**config.mk**
```make
export PLATFORM = sky130hd
export DESIGN_NAME = sparse_mac_seq
export DESIGN_NICKNAME = d
export VERILOG_FILES = /design/src/rtl/sparse_mac_pkg.sv /design/src/rtl/sm_nz_mask.sv /design/src/rtl/sm_lane_pick.sv /design/src/rtl/sm_mac_dp.sv /design/src/rtl/sparse_mac_seq.sv
export SDC_FILE = /design/constraint.sdc
export NUM_CORES = 1
export LEC_CHECK = 0
export ABC_AREA = 1
export BUFFER_PORTS_ARGS = -buffer_cell sky130_fd_sc_hd__buf_2
export CAP_MARGIN = 20
export CORE_ASPECT_RATIO = 0.7
export CORE_MARGIN = 3
export CORE_UTILIZATION = 55
export CTS_CLUSTER_DIAMETER = 60
export DETAILED_ROUTE_END_ITERATION = 8
export PLACE_DENSITY = 0.75
export SYNTH_ARGS = -nofsm -noshare
export SYNTH_HDL_FRONTEND = slang
export SYNTH_SLANG_ARGS = --single-unit
```
**constraint.sdc**
```tcl
create_clock -name clk -period 10.3 [get_ports clk]
set_input_delay 2.06 -clock clk [delete_from_list [all_inputs] [get_ports clk]]
set_output_delay 2.06 -clock clk [all_outputs]
set_load 0.01 [all_outputs]
```
**src/rtl/sparse_mac_pkg.sv**
```systemverilog
// Shared definitions for the sparse multiply-accumulate unit.
// Assumes a two-bit function code driven by the issuing pipeline.
package sparse_mac_pkg;
    typedef enum logic [1:0] {
        FN_MAC   = 2'b00,
        FN_CLEAR = 2'b01,
        FN_READ  = 2'b10,
        FN_RSVD  = 2'b11
    } sm_fn_e;
endpackage

```
**src/rtl/sm_nz_mask.sv**
```systemverilog
// Builds a per-lane flag that is set where the weight byte is nonzero.
// Assumes LANES lanes of EW bits each, packed with lane 0 in the low bits.
module sm_nz_mask #(
    parameter int LANES = 4,
    parameter int EW    = 8
) (
    input  logic [LANES*EW-1:0] wgt,
    output logic [LANES-1:0]    mask
);
    // One OR-reduction per lane.
    for (genvar g = 0; g < LANES; g++) begin : g_lane
        assign mask[g] = |wgt[g*EW +: EW];
    end
endmodule

```
**src/rtl/sm_lane_pick.sv**
```systemverilog
// Priority encoder: selects the lowest pending lane and returns the mask
// with that lane removed. Assumes IDXW is wide enough to index LANES lanes.
module sm_lane_pick #(
    parameter int LANES = 4,
    parameter int IDXW  = 2
) (
    input  logic [LANES-1:0] pend,
    output logic [IDXW-1:0]  idx,
    output logic             hit,
    output logic [LANES-1:0] rest
);
    // Scan from the top lane down so the lowest set lane wins.
    always_comb begin
        idx  = '0;
        hit  = 1'b0;
        for (int i = LANES - 1; i >= 0; i--) begin
            if (pend[i]) begin
                idx = IDXW'(i);
                hit = 1'b1;
            end
        end
        rest = pend;
        if (hit) rest[idx] = 1'b0;
    end
endmodule

```
**src/rtl/sm_mac_dp.sv**
```systemverilog
// Signed multiply-add datapath: sum = acc_in + sext(w * a).
// Assumes AW is at least twice EW so the product fits before extension.
module sm_mac_dp #(
    parameter int EW = 8,
    parameter int AW = 32
) (
    input  logic [EW-1:0] w,
    input  logic [EW-1:0] a,
    input  logic [AW-1:0] acc_in,
    output logic [AW-1:0] sum
);
    localparam int PW = 2 * EW;

    logic signed [PW-1:0] prod;

    // Single shared multiplier followed by sign extension and add.
    always_comb begin
        prod = $signed(w) * $signed(a);
        sum  = acc_in + {{(AW - PW){prod[PW-1]}}, prod};
    end
endmodule

```
**src/rtl/sparse_mac_seq.sv**
```systemverilog
// Variable-latency sparse multiply-accumulate unit. It accepts a command
// when idle, captures the operands and a nonzero-weight mask, and then
// accumulates one surviving pair per cycle in ascending lane order.
// Assumes start is a strobe; starts seen while busy are dropped.
module sparse_mac_seq #(
    parameter int LANES = 4,
    parameter int EW    = 8,
    parameter int AW    = 32
) (
    input  logic                clk,
    input  logic                rst_n,
    input  logic                start,
    input  logic [1:0]          func,
    input  logic [LANES*EW-1:0] wgt,
    input  logic [LANES*EW-1:0] act,
    output logic                busy,
    output logic                done,
    output logic [AW-1:0]       result
);
    import sparse_mac_pkg::*;

    localparam int OPW  = LANES * EW;
    localparam int IDXW = (LANES > 1) ? $clog2(LANES) : 1;

    logic [OPW-1:0]   wgt_q, act_q;
    logic [LANES-1:0] pend_q, mask_in, rest;
    logic [IDXW-1:0]  idx;
    logic             hit;
    logic [AW-1:0]    acc_q, sum, res_q;
    logic             busy_q, done_q;
    logic [EW-1:0]    w_sel, a_sel;

    sm_nz_mask #(.LANES(LANES), .EW(EW)) u_mask (
        .wgt  (wgt),
        .mask (mask_in)
    );

    sm_lane_pick #(.LANES(LANES), .IDXW(IDXW)) u_pick (
        .pend (pend_q),
        .idx  (idx),
        .hit  (hit),
        .rest (rest)
    );

    // Route the selected lane's weight and activation to the multiplier.
    always_comb begin
        w_sel = wgt_q[idx*EW +: EW];
        a_sel = act_q[idx*EW +: EW];
    end

    sm_mac_dp #(.EW(EW), .AW(AW)) u_dp (
        .w      (w_sel),
        .a      (a_sel),
        .acc_in (acc_q),
        .sum    (sum)
    );

    // Command acceptance, per-lane stepping, completion and result capture.
    always_ff @(posedge clk) begin
        if (!rst_n) begin
            wgt_q  <= '0;
            act_q  <= '0;
            pend_q <= '0;
            acc_q  <= '0;
            res_q  <= '0;
            busy_q <= 1'b0;
            done_q <= 1'b0;
        end else begin
            done_q <= 1'b0;
            if (busy_q) begin
                if (hit) begin
                    acc_q  <= sum;
                    pend_q <= rest;
                end
                if (!hit || rest == '0) begin
                    busy_q <= 1'b0;
                    done_q <= 1'b1;
                end
            end else if (start) begin
                case (func)
                    FN_MAC: begin
                        wgt_q  <= wgt;
                        act_q  <= act;
                        pend_q <= mask_in;
                        busy_q <= 1'b1;
                    end
                    FN_CLEAR: begin
                        acc_q  <= '0;
                        done_q <= 1'b1;
                    end
                    FN_READ: begin
                        res_q  <= acc_q;
                        done_q <= 1'b1;
                    end
                    default: ;
                endcase
            end
        end
    end

    assign busy   = busy_q;
    assign done   = done_q;
    assign result = res_q;
endmodule

```
==> reports/metrics.csv, run 1 <==
stage,metric,value,unit
yosys,share of the synthesized area in the top cell type,26.8,%
cts,CTS tree,built,
yosys,Post-synth EDFFs,0,
yosys,Gate Count Post-Synth,1435,
global_routing,initial antenna violation count,0,
sta,setup TNS,0,ns
sta,final worst setup slack,2.19,ns
yosys,proportion of synthesized area in mux cells,0,%
yosys,ys async rst share,0,%
route,Post-Route WL,28.6,mm
global_routing,vias in the first global route,8998,
critical_path,Crit path largest cell delay,0.64,ns
route,via/cell ratio,5.48,
cts,Clock transition at path regs,0.07,ns
final_layout,Final Util,64.2,%
yosys,Synth area leader,dfxtp_1,
cts,Clock Tree Root,clkbuf_16,
final_layout,Non-Filler Instances,1758,
sta,Tmin final,8.11,ns
sta,RSZ-0062 raised after global routing,false,
final_layout,final instance area,11200,um^2
global_routing,largest net degree at the start of global routing,71,
sta,Final Slew Violations,0,
cts,# clock sinks,134,
final_layout,area grow syn2layout,12.2,%
placement,Placed Area,10600,um^2
critical_path,arrival time worst endpoint,8.40,ns
floorplan,I/O pins,103,
global_routing,gr ovfl total,0,
sta,Hold Fails Final Rpt,0,
critical_path,Crit-path slowest cell,fa_1,
outcome,status,completed,
placement,Setup WS pre-CTS,2.46,ns
floorplan,row count,40,
placement,placed cell count,1725,
final_layout,"commonest non-fill, non-tap cell in the layout",nand2_1,
yosys,Compound-Gate Fraction of Synth Area,15.7,%
critical_path,Crit path max-delay family,adder cells,
route,DRT iter0 DRCs,997,
cts,Max H-tree Level,4,
yosys,Post-Synth Adder-Cell Area,19.3,%
floorplan,core box area,17500,um^2
floorplan,DIE WIDTH,167,um
cts,"Clk Latency, worst-skew pair",0.44,ns
placement,I/O Buffers,102,
yosys,count of state elements after synthesis,134,
yosys,largest family of logic cells by synthesized area,simple AND/OR/NAND/NOR gates,
yosys,xor-xnor portion of the synthesized cell area,0.874,%
global_routing,GR Util All Layers,29.0,%
final_layout,Final #Nets,1704,
power_and_ir_drop,VDD IR max,0.0000945,V
floorplan,Die Ht,119,um
placement,RePlAce Congestion,0.969,
sta,Slew headroom,32.7,%
power_and_ir_drop,Power Density,173,nW/um^2
cts,TritonCTS buffer count,17,
yosys,predominant post-synthesis flop cell,dfxtp_1,
route,Antenna Nets Post-Route,0,
critical_path,critical setup path kind,reg2reg,
route,DR vias,9642,
critical_path,r2r setup slk,2.19,ns
yosys,Syn Nets,1625,
cts,post-cts resize count,0,
yosys,"Avg Cell Area, Syn",6.98,um^2
cts,Post-CTS Hold Buffers,0,
route,drt wl/cell,16.3,um
final_layout,Multi-input gate area,6350,um^2
sta,Peak Freq,0.123,GHz
critical_path,crit end category,flip-flop,
sta,Clock Skew,0.0181,ns
yosys,"Seq/Total Area, Yosys",26.8,%
floorplan,die area,19900,um^2
final_layout,Reg area,2680,um^2
yosys,"top cells by area, synth","dfxtp_1 27%, fa_1 11%, nand2_1 10%",
critical_path,CP startpoint kind,flip-flop,
yosys,Yosys cell types,49,
run,maxcap violations,0,
final_layout,Ant. Diodes,0,
sta,# setup viols final,0,
final_layout,share of post-route cells with drive strength above 1,13.5,%
final_layout,FILL cells,1609,
yosys,Simple-Gate Fraction of Synth Area,27.5,%
critical_path,Worst EP required,10.59,ns
global_routing,first-pass GRT wire length,46.7,mm
placement,post-DP HPWL,21.9,mm
final_layout,"commonest non-fill, non-tap cells in the layout","280 x nand2_1, 234 x nor2_1, 181 x inv_1",
cts,CTS max path bufs,2,
route,DRC viols,0,
critical_path,Crit path top cell by count,inv_1,
sta,worst slew pin tran,1.01,ns
floorplan,Initial Util,57.2,%
critical_path,Worst Path Buf+Inv,8,
yosys,Post-Syn Area,10000,um^2
sta,Tcrit/Tclk final,78.7,%
power_and_ir_drop,P_leak,0.00528,uW
yosys,Synthesis Warnings,0,
route,TritonRoute pass-1 iters,6,
critical_path,worst-path fanout max,20,
min_path,worst min path class,reg2reg,
cts,Post-CTS Setup Bufs,0,
area by class of cell:
type                    count  share of cell area (%)
clock buffers              18                    3.91
multi-input cells        1052                    56.5
clock inverters            14                    1.37
well taps                 231                    2.57
repair buffers            107                    5.05
flip-flops and latches    134                    23.9
inverters                 202                    6.74
where the power goes:
group,leakage [uW],internal [uW],switching [uW]
combinational,0.00390,258,517
sequential,0.00109,533,11.4
clock,0.000294,352,278
total,0.00528,1140,807
cell families (layout without fill, tap and decap cells):
kind of cell / after synthesis / in the layout
AOI/OAI and AO/OA: 259 / 259
buffers and inverters: 249 / 341
DFF: 134 / 134
xor gates and xnor gates: 10 / 10
and+or+nand+nor: 662 / 662
adders and majority gates: 121 / 121
worst min-delay path, cell delays in order (launching register included):
cell	delay [ns]
dfxtp_1	0.31
nand2_1	0.06
a21oi_1	0.05
metal layers:
metal / wire (um) / GRT usage, % / vias to the layer above
li1: - / - / 4771
met1: 14700 / 46.8 / 4419
met2: 11000 / 39.1 / 432
met3: 2780 / 7.30 / 20
met4: 194 / 4.96 / 0
met5: 0 / 0 / -
worst paths after layout:
path / from / to / cells after the start
hold / removal: result[14]$_SDFFE_PN0P_ / result[14]$_SDFFE_PN0P_ / 2
hold reg to reg: result[14]$_SDFFE_PN0P_ / result[14]$_SDFFE_PN0P_ / 2
setup reg to reg: pend_q[3]$_SDFFE_PN0P_ / acc_q[22]$_SDFFE_PN0P_ / 33
setup / recovery: pend_q[3]$_SDFFE_PN0P_ / acc_q[22]$_SDFFE_PN0P_ / 33
through the flow:
step	power (uW)	hold WS, ns
6_report	1950	0.459
5_1_grt	2090	0.480
4_1_cts	1940	0.462
3_5_place_dp	1310	0.452
3_3_place_gp	1300	0.446
2_1_floorplan	1130	0.455
cell usage after synthesis, types with 5 or more instances:
cell type,instances
nand2_2,11
xor2_1,5
dfxtp_1,134
o21bai_1,5
nor2_1,234
a31oi_4,6
inv_2,20
nor3_1,7
ha_1,65
a21oi_1,123
buf_2,11
nand4_1,10
inv_1,182
nor4_1,7
xnor2_1,5
nand2_1,280
clkbuf_1,29
fa_1,56
nor2_2,6
nand3_1,90
o21ai_0,88
o22ai_1,12
flip-flops by register name, indices dropped and copies added, names as in the netlist:
register and cells:
act_q 32, done 1, pend_q 4, acc_q 32, result 32, busy 1, wgt_q 32
No activity file was read; power rests on OpenSTA's default activity.
==> inputs of run 2 (changes only) <==
==> constraint.sdc (replaced) <==
create_clock -name clk -period 8.3 [get_ports clk]
set_input_delay 1.66 -clock clk [delete_from_list [all_inputs] [get_ports clk]]
set_output_delay 1.66 -clock clk [all_outputs]
set_load 0.01 [all_outputs]
==> reports/metrics.csv, run 2 (synthesis results as in run 1) <==
stage,metric,value,unit,change
sta,worst slew pin tran,0.996,ns,was 1.01 ns
floorplan,Die Ht,119,um,unchanged
min_path,worst min path class,reg2reg,,unchanged
final_layout,final instance area,11300,um^2,"was 11,200 um^2"
floorplan,I/O pins,103,,unchanged
final_layout,"commonest non-fill, non-tap cells in the layout","279 x nand2_1, 234 x nor2_1, 181 x inv_1",,"was 280 x nand2_1, 234 x nor2_1, 181 x inv_1"
cts,Clock Tree Root,clkbuf_16,,unchanged
sta,Hold Fails Final Rpt,0,,unchanged
sta,Tcrit/Tclk final,92.4,%,was 78.7%
critical_path,Worst EP required,8.59,ns,was 10.59 ns
route,DRT iter0 DRCs,1051,,was 997
power_and_ir_drop,Final Power,2430,uW,was 1950 uW
sta,RSZ-0062 raised after global routing,false,,unchanged
power_and_ir_drop,Power Density,215,nW/um^2,was 173 nW/um^2
critical_path,arrival time worst endpoint,7.95,ns,was 8.40 ns
critical_path,worst-path fanout max,16,,was 20
global_routing,gr ovfl total,0,,unchanged
route,via/cell ratio,5.47,,was 5.48
global_routing,largest net degree at the start of global routing,69,,was 71
cts,TritonCTS buffer count,17,,unchanged
sta,# setup viols final,0,,unchanged
placement,post-DP HPWL,21.7,mm,was 21.9 mm
route,Antenna Nets Post-Route,0,,unchanged
run,maxcap violations,0,,unchanged
route,Post-Route WL,28.5,mm,was 28.6 mm
floorplan,die area,19900,um^2,unchanged
sta,final worst setup slack,0.633,ns,was 2.19 ns
sta,Tmin final,7.67,ns,was 8.11 ns
global_routing,initial antenna violation count,0,,unchanged
critical_path,worst r2r src,pend_q[2]$_SDFFE_PN0P_,,was pend_q[3]$_SDFFE_PN0P_
critical_path,Worst Path Buf+Inv,8,,unchanged
global_routing,GR Util All Layers,29.0,%,about the same
critical_path,CP startpoint kind,flip-flop,,unchanged
outcome,status,completed,,unchanged
final_layout,area grow syn2layout,12.8,%,was 12.2%
power_and_ir_drop,VDD IR max,0.000129,V,was 0.0000945 V
route,DR vias,9653,,"was 9,642"
sta,Peak Freq,0.130,GHz,was 0.123 GHz
sta,setup TNS,0,ns,unchanged
critical_path,Worst setup startpoint,pend_q[2]$_SDFFE_PN0P_,,was pend_q[3]$_SDFFE_PN0P_
cts,Clock transition at path regs,0.07,ns,about the same
cts,CTS max path bufs,2,,unchanged
floorplan,Initial Util,57.2,%,unchanged
min_path,worst hold start,result[14]$_SDFFE_PN0P_,,unchanged
placement,RePlAce Congestion,1.00,,was 0.969
floorplan,DIE WIDTH,167,um,unchanged
cts,CTS tree,built,,unchanged
floorplan,core box area,17500,um^2,unchanged
cts,"Clk Latency, worst-skew pair",0.43,ns,was 0.44 ns
final_layout,Ant. Diodes,0,,unchanged
critical_path,Crit path top cell by count,inv_1,,unchanged
route,drt wl/cell,16.2,um,was 16.3 um
placement,Setup WS pre-CTS,0.445,ns,was 2.46 ns
global_routing,first-pass GRT wire length,47.0,mm,was 46.7 mm
critical_path,critical setup path kind,reg2reg,,unchanged
route,TritonRoute pass-1 iters,7,,was 6
global_routing,vias in the first global route,9013,,"was 8,998"
sta,Clock Skew,0.0126,ns,was 0.0181 ns
sta,Final Slew Violations,0,,unchanged
critical_path,crit end category,flip-flop,,unchanged
power_and_ir_drop,P_leak,0.00531,uW,was 0.00528 uW
cts,Max H-tree Level,4,,unchanged
final_layout,"commonest non-fill, non-tap cell in the layout",nand2_1,,unchanged
critical_path,Crit path largest cell delay,0.63,ns,was 0.64 ns
cts,# clock sinks,134,,unchanged
placement,I/O Buffers,102,,unchanged
critical_path,Crit path max-delay family,adder cells,,unchanged
final_layout,share of post-route cells with drive strength above 1,13.9,%,was 13.5%
critical_path,Crit-path slowest cell,fa_1,,unchanged
route,DRC viols,0,,unchanged
final_layout,Final #Nets,1710,,"was 1,704"
floorplan,row count,40,,unchanged
cts,Post-CTS Hold Buffers,0,,unchanged
placement,Placed Area,10600,um^2,about the same
sta,Slew headroom,33.4,%,was 32.7%
## run 2: cell types whose count changed in the layout (fill, tap and decap cells not counted), sizes merged
cell / previous run / this run
inv: 213 / 211
clkinvlp: 1 / 2
clkbuf: 18 / 17
buf: 107 / 113
clkinv: 1 / 3
## run 2: worst paths after layout
path,endpoint,slack (ns),depth (start not counted)
max,acc_q[22]$_SDFFE_PN0P_,0.63,32
min,result[14]$_SDFFE_PN0P_,0.46,2
max reg2reg,acc_q[22]$_SDFFE_PN0P_,0.63,32
min reg2reg,result[14]$_SDFFE_PN0P_,0.46,2
## run 2: worst register-to-register path: cells and delay by family (launching register included)
| kind | cells | cell delay (ns) |
|---|---|---|
| buf+inv | 8 | 1.04 |
| fa+ha+maj | 6 | 3.03 |
| simple gates | 14 | 2.18 |
| compound gates | 4 | 0.94 |
| flops | 1 | 0.35 |
## run 2: metal layers
layer	wire length, um	vias up	GRT usage, %
li1	-	4775	-
met2	10900	452	39.2
met1	14500	4401	48.2
met5	0	-	0
met3	2890	25	5.37
met4	193	0	4.14
## run 2: area by class of cell
class,instances,area [um^2]
multi-input combinational,1052,6360
fill,1565,6210
inverter,202,758
timing repair buffer,113,613
sequential,134,2680
tap,231,289
clock buffer,17,425
clock inverter,15,180
## run 2: what timing repair did
| item | 4_1_cts | 5_1_grt |
|---|---|---|
| resized for setup | 0 | 1 |
| setup endpoints to repair | 0 | 11 |
| buffers inserted | 0 | 3 |
## run 2: power by group
group | internal [uW] | switching, uW
registers | 661 | 13.5
logic | 326 | 642
clock network | 433 | 354
## run 2: stage by stage
stage               std cells  hold WS (ns)  util (%)
CTS                      1760         0.460      64.2
floorplan                1435         0.455         -
global route             1764         0.481      64.5
global placement         1728         0.444      60.8
detailed placement       1728         0.450      60.8
finish                   1764         0.457      64.5
